### src/rtl/notch_pkg.sv
package notch_pkg;

    localparam int DW   = 16;
    localparam int FRAC = 15;
    localparam int PW   = 2 * DW;
    localparam int ACCW = 40;

    typedef logic signed [DW-1:0]   sample_t;
    typedef logic signed [PW-1:0]   prod_t;
    typedef logic signed [ACCW-1:0] acc_t;

    typedef enum logic [2:0] {
        ST_IDLE,
        ST_RUN1,
        ST_XFER,
        ST_RUN2,
        ST_SHIFT,
        ST_DONE
    } fir_state_t;

    localparam acc_t SAT_HI = acc_t'((2 ** (DW - 1)) - 1);
    localparam acc_t SAT_LO = -acc_t'(2 ** (DW - 1));

    // Arithmetic shift by the Q15 fraction, then clamp to the sample range.
    function automatic sample_t q15_sat(input acc_t a);
        acc_t s;
        s = a >>> FRAC;
        if (s > SAT_HI)
            return sample_t'(SAT_HI[DW-1:0]);
        else if (s < SAT_LO)
            return sample_t'(SAT_LO[DW-1:0]);
        else
            return sample_t'(s[DW-1:0]);
    endfunction

    function automatic acc_t widen(input prod_t p);
        return {{(ACCW - PW){p[PW-1]}}, p};
    endfunction

endpackage

### src/rtl/notch_stage.sv
module notch_stage
    import notch_pkg::*;
#(
    parameter int NTAPS = 16,
    localparam int IW = $clog2(NTAPS)
) (
    input  logic          clk,
    input  logic          rst,
    input  logic          coef_we,
    input  logic [IW-1:0] coef_idx,
    input  sample_t       coef_val,
    input  logic          head_we,
    input  sample_t       head_val,
    input  logic          acc_clr,
    input  logic          mac_en,
    input  logic [IW-1:0] tap_idx,
    input  logic          shift_en,
    output acc_t          acc_o
);

    sample_t coef [NTAPS];
    sample_t dly  [NTAPS];
    acc_t    acc;
    prod_t   prod;

    always_comb begin
        prod = coef[tap_idx] * dly[tap_idx];
    end

    always_ff @(posedge clk) begin
        if (rst) begin
            for (int i = 0; i < NTAPS; i++) begin
                coef[i] <= '0;
                dly[i]  <= '0;
            end
            acc <= '0;
        end else begin
            if (coef_we)
                coef[coef_idx] <= coef_val;
            if (shift_en) begin
                for (int i = NTAPS - 1; i > 0; i--)
                    dly[i] <= dly[i-1];
            end
            if (head_we)
                dly[0] <= head_val;
            if (acc_clr)
                acc <= '0;
            else if (mac_en)
                acc <= acc + widen(prod);
        end
    end

    assign acc_o = acc;

endmodule

### src/rtl/notch_ctrl.sv
module notch_ctrl
    import notch_pkg::*;
#(
    parameter int NTAPS = 16,
    localparam int IW = $clog2(NTAPS)
) (
    input  logic          clk,
    input  logic          rst,
    input  logic          in_valid,
    output logic          in_ready,
    output logic          out_valid,
    input  logic          out_ready,
    output logic          accept,
    output logic          head1_we,
    output logic [1:0]    mac_en,
    output logic          shift_en,
    output logic [IW-1:0] tap_idx
);

    localparam logic [IW-1:0] LAST_TAP = IW'(NTAPS - 1);

    fir_state_t    state;
    logic [IW-1:0] idx;

    always_comb begin
        in_ready  = (state == ST_IDLE);
        out_valid = (state == ST_DONE);
        accept    = in_ready && in_valid;
        head1_we  = (state == ST_XFER);
        mac_en    = {state == ST_RUN2, state == ST_RUN1};
        shift_en  = (state == ST_SHIFT);
        tap_idx   = idx;
    end

    always_ff @(posedge clk) begin
        if (rst) begin
            state <= ST_IDLE;
            idx   <= '0;
        end else begin
            unique case (state)
                ST_IDLE: begin
                    if (in_valid) begin
                        state <= ST_RUN1;
                        idx   <= '0;
                    end
                end
                ST_RUN1: begin
                    if (idx == LAST_TAP) begin
                        state <= ST_XFER;
                        idx   <= '0;
                    end else begin
                        idx <= idx + 1'b1;
                    end
                end
                ST_XFER: state <= ST_RUN2;
                ST_RUN2: begin
                    if (idx == LAST_TAP) begin
                        state <= ST_SHIFT;
                        idx   <= '0;
                    end else begin
                        idx <= idx + 1'b1;
                    end
                end
                ST_SHIFT: state <= ST_DONE;
                ST_DONE: begin
                    if (out_ready)
                        state <= ST_IDLE;
                end
                default: state <= ST_IDLE;
            endcase
        end
    end

endmodule

### src/rtl/dual_notch_fir.sv
module dual_notch_fir
    import notch_pkg::*;
#(
    parameter int NTAPS = 16,
    localparam int IW = $clog2(NTAPS)
) (
    input  logic          clk,
    input  logic          rst,
    input  logic          in_valid,
    output logic          in_ready,
    input  logic [15:0]   in_sample,
    output logic          out_valid,
    input  logic          out_ready,
    output logic [15:0]   out_sample,
    input  logic          cw_en,
    input  logic          cw_stage,
    input  logic [IW-1:0] cw_index,
    input  logic [15:0]   cw_value
);

    logic          accept;
    logic          head1_we;
    logic [1:0]    mac_en;
    logic          shift_en;
    logic [IW-1:0] tap_idx;
    logic [1:0]    coef_we;
    logic [1:0]    head_we;
    sample_t       head_val [2];
    acc_t          acc_v    [2];
    sample_t       result_q;

    notch_ctrl #(.NTAPS(NTAPS)) u_ctrl (
        .clk      (clk),
        .rst      (rst),
        .in_valid (in_valid),
        .in_ready (in_ready),
        .out_valid(out_valid),
        .out_ready(out_ready),
        .accept   (accept),
        .head1_we (head1_we),
        .mac_en   (mac_en),
        .shift_en (shift_en),
        .tap_idx  (tap_idx)
    );

    assign coef_we = {cw_en && in_ready && cw_stage, cw_en && in_ready && !cw_stage};
    assign head_we = {head1_we, accept};

    for (genvar g = 0; g < 2; g++) begin : g_stage
        if (g == 0) begin : g_head_in
            assign head_val[g] = sample_t'(in_sample);
        end else begin : g_head_rescale
            assign head_val[g] = q15_sat(acc_v[0]);
        end

        notch_stage #(.NTAPS(NTAPS)) u_stage (
            .clk     (clk),
            .rst     (rst),
            .coef_we (coef_we[g]),
            .coef_idx(cw_index),
            .coef_val(sample_t'(cw_value)),
            .head_we (head_we[g]),
            .head_val(head_val[g]),
            .acc_clr (accept),
            .mac_en  (mac_en[g]),
            .tap_idx (tap_idx),
            .shift_en(shift_en),
            .acc_o   (acc_v[g])
        );
    end

    always_ff @(posedge clk) begin
        if (rst)
            result_q <= '0;
        else if (shift_en)
            result_q <= q15_sat(acc_v[1]);
    end

    assign out_sample = result_q;

endmodule

### config.mk
export PLATFORM = sky130hd
export DESIGN_NAME = dual_notch_fir
export DESIGN_NICKNAME = d
export VERILOG_FILES = /design/src/rtl/notch_pkg.sv /design/src/rtl/notch_stage.sv /design/src/rtl/notch_ctrl.sv /design/src/rtl/dual_notch_fir.sv
export SDC_FILE = /design/constraint.sdc
export NUM_CORES = 2
export LEC_CHECK = 0
export CORE_ASPECT_RATIO = 1.2
export CORE_UTILIZATION = 47
export DETAILED_ROUTE_END_ITERATION = 8
export DONT_BUFFER_PORTS = 1
export PLACE_DENSITY = 0.63
export SLEW_MARGIN = 10
export SYNTH_ARGS = -nofsm -noshare
export SYNTH_HDL_FRONTEND = slang
export SYNTH_SLANG_ARGS = --single-unit
### constraint.sdc
create_clock -name clk -period 19.9 [get_ports clk]
set_input_delay 0 -clock clk [delete_from_list [all_inputs] [get_ports clk]]
set_output_delay 0 -clock clk [all_outputs]
set_load 0.02 [all_outputs]
==> impl_metrics.tcl <==
set metrics [dict create \
    seq_power_share_pct 26.2 \
    syn-num-nets 6904 \
    fin_crit_sh_pct 53.0 \
    critPathBufInv 8 \
    layout_common_cells "edfxtp_1 (1024), and2_1 (1002), inv_1 (819)" \
    synthCells 5971 \
    die_y_um 437 \
    die_w_um 365 \
    synth_adder_area_share_pct 21.7 \
    max-vdd-ir-drop_uv 112 \
    max_cap_viol_count 0 \
    grt_pass1_vias 47017 \
    worstSetupEndpoint "g_stage[0].u_stage.acc_o[39]$_SDFFE_PP0P_" \
    slew_headroom_pct 18.4 \
    nNetsFinal 6891 \
    status "finished clean" \
    io_pins 60 \
    finalSetupViolCount 0 \
    synth-seq-cells 1131 \
    clockBufferDepth 3 \
    grt_use_total_pct 22.4 \
    netlist_top_cells_area "edfxtp_1 (41%), fa_1 (18%), and2_1 (8.4%), mux4_2 (8.4%), inv_1 (4.1%)" \
    dpl.hpwl_um 117000 \
    synthSimpleGateAreaFrac_pct 14.4 \
    slowest_stage "buf_4" \
    cts_buffers 119 \
    reg2reg_slack_ns 9.34 \
    numClockSinks 1131 \
    ctsRootBufferMaster "clkbuf_16" \
    crit_fanout 40 \
    worst-path-stages 28 \
    yosys_most_used_dff "edfxtp_1" \
    grt_max_degree 264 \
    synth_top_area_share_pct 41.5 \
    cts_tree "done" \
    synthDistinctLibCells 69 \
    ys_seq_area_share_pct 44.3 \
    row_count 159 \
    dieArea_mm2 0.159 \
    clk_pin_slew_ns 0.07 \
    switching_power_mw 4.16 \
    dp_worst_setup_slack_ns 9.24 \
    area.growth.synth_to_final_pct 9.41 \
    holdCritPathClass "input port to flop" \
    ant_nets 0 \
    h-tree-depth 3 \
    dr.pass1.iters 5 \
    overflow 0 \
    hold_ws_ns 0.0387 \
    hold_violations 0 \
    ys_warn_count 0 \
    worstMarginPinSlew_ns 1.22 \
    antenna_found_initial 9 \
    final_util_pct 51.8 \
    synthXorXnorAreaFrac_pct 0.897 \
    io_buffer_count 0 \
    sw_frac_of_total_pct 40.1 \
    vias 43546 \
    totalWireLength_um 173000 \
    crit_type "flop to flop" \
    rr_worst_depth 28 \
    setup_ws_ns 9.34 \
    yosysTopAreaCell "edfxtp_1" \
    path_delay_family "adder cells" \
    core-area_mm2 0.157 \
    crit_top_cell "fa_1" \
    internal-power_mw 6.22 \
    p_comb_share_pct 52.2 \
    rsz0062_at_grt "false" \
    synth.avg_cell_area_um2 12.4 \
    total_power_mw 10.4 \
    grt_pass1_wl_um 275000 \
    finalSetupTns_ns 0 \
    start_util_pct 47.4 \
    clkPwrFrac_pct 21.6 \
    max_freq_ghz 0.0947 \
    slowest_delay_ns 0.77 \
    drt-initial-drc-count 2821 \
    reg2reg_to "g_stage[0].u_stage.acc_o[39]$_SDFFE_PP0P_" \
    ys_async_sr_fraction_pct 0 \
    synth_edf_count 1024 \
    post-route-min-period_ns 10.56 \
    gp_congestion 0.889 \
    worstSetupEndpointType "flop" \
    syn-cell-area_mm2 0.0742 \
    slew_viol_final 0 \
    cp-start-kind "flop" \
    avgRoutedWirePerCell_um 21.2 \
    post-route-drc-count 0 \
    vias_per_cell 5.34 \
    synthMuxAreaShare_pct 9.67 \
    drive_above_1_share_pct 11.3 \
    synth_compound_area_share_pct 3.02 \
    pwr_density_cell_mw_per_mm2 128 \
    required_ns 20.50 \
    insertion_delay_ns 0.76 \
    p_leak_nw 33.6 \
    crit_arrival_ns 11.16 \
    final_common_cell "edfxtp_1" \
    fin_skew_ns 0.0261 \
    synth_top_family_by_area "adder cells" \
]
[cell type report]
type	count	area (um^2)
clock inverter	74	692
multi-input combinational	3709	36900
sequential	1131	32900
tap	2093	2620
fill	13371	75400
timing repair buffer	174	1760
clock buffer	148	3170
inverter	823	3100
antenna	2	5.00
[power groups by stage]
stage	logic (mW)	registers, mW	clock network [mW]
detailed placement	5.38	2.77	0
finish	5.42	2.72	2.24
floorplan	4.22	2.77	0
global route	6.17	2.73	2.36
CTS	5.45	2.72	2.28
global placement	5.29	2.77	0
[how the worst min path moves through the flow]
stage,slack [ns],to,depth (start not counted),from
floorplan,0.20,g_stage[0].u_stage.coef[0][15]$_SDFFCE_PN0P_,1,cw_value[15]
global placement,0.12,u_ctrl.state[2]$_SDFFE_PP0P_,1,rst
detailed placement,0.12,u_ctrl.state[2]$_SDFFE_PP0P_,1,rst
CTS,0.01,g_stage[1].u_stage.dly[0][5]$_SDFFCE_PN0P_,1,rst
global route,0.06,g_stage[0].u_stage.coef[6][3]$_SDFFCE_PN0P_,4,cw_stage
finish,0.04,g_stage[1].u_stage.dly[0][5]$_SDFFCE_PN0P_,1,rst
[worst reg2reg max path: cells and delay by family, from the launching register on]
family / cells / cell delay, ns
compound gates: 9 / 2.13
mux: 2 / 1.28
simple gates: 2 / 0.38
fa+ha+maj: 7 / 3.29
flops: 1 / 0.63
buf+inv: 8 / 2.73
[flip-flops by register name (all words and copies together), names as in the netlist, named ones only]
register	cells
u_ctrl.state	3
u_ctrl.tap_idx	4
g_stage.u_stage.coef	512
g_stage.u_stage.dly	512
g_stage.u_stage.acc_o	80
out_sample	16
[cell families after synthesis]
| logic type | count (synthesis) |
|---|---|
| buffers and inverters | 1131 |
| xor gates and xnor gates | 76 |
| muxes | 365 |
| and+or+nand+nor | 2020 |
| DFF | 1131 |
| AOI/OAI and AO/OA | 357 |
| adders and majority gates | 891 |
[synth_stat cells, types with 57 or more instances]
cell	count
ha_1	231
a21oi_1	119
clkbuf_1	209
dfxtp_1	107
buf_2	57
o21ai_0	64
mux4_2	277
and2_1	1001
nor2_1	396
edfxtp_1	1024
nand2_1	371
fa_1	660
inv_1	820
[per-layer routing]
layer  GRT usage [%]  wire length [um]
met1            29.3             73000
met2            38.3             87000
met3            2.79              7320
met4            7.87              5840
met5               0                84
[per-stage QoR]
| step | area (um^2) | instances |
|---|---|---|
| after floorplan | 74200 | 5971 |
| after global placement | 76200 | 7836 |
| after detailed placement | 76200 | 7836 |
| after CTS | 81200 | 8152 |
| after global routing | 81200 | 8154 |
| final | 81200 | 8154 |
[what timing repair did]
item | CTS | global route
resized for setup | 0 | 0
hold buffers | 94 | 0
endpoints found under the hold margin | 1130 | 0
buffers inserted | 0 | 0
setup endpoints to repair | 0 | 0
No activity file was read; power rests on OpenSTA's default activity.
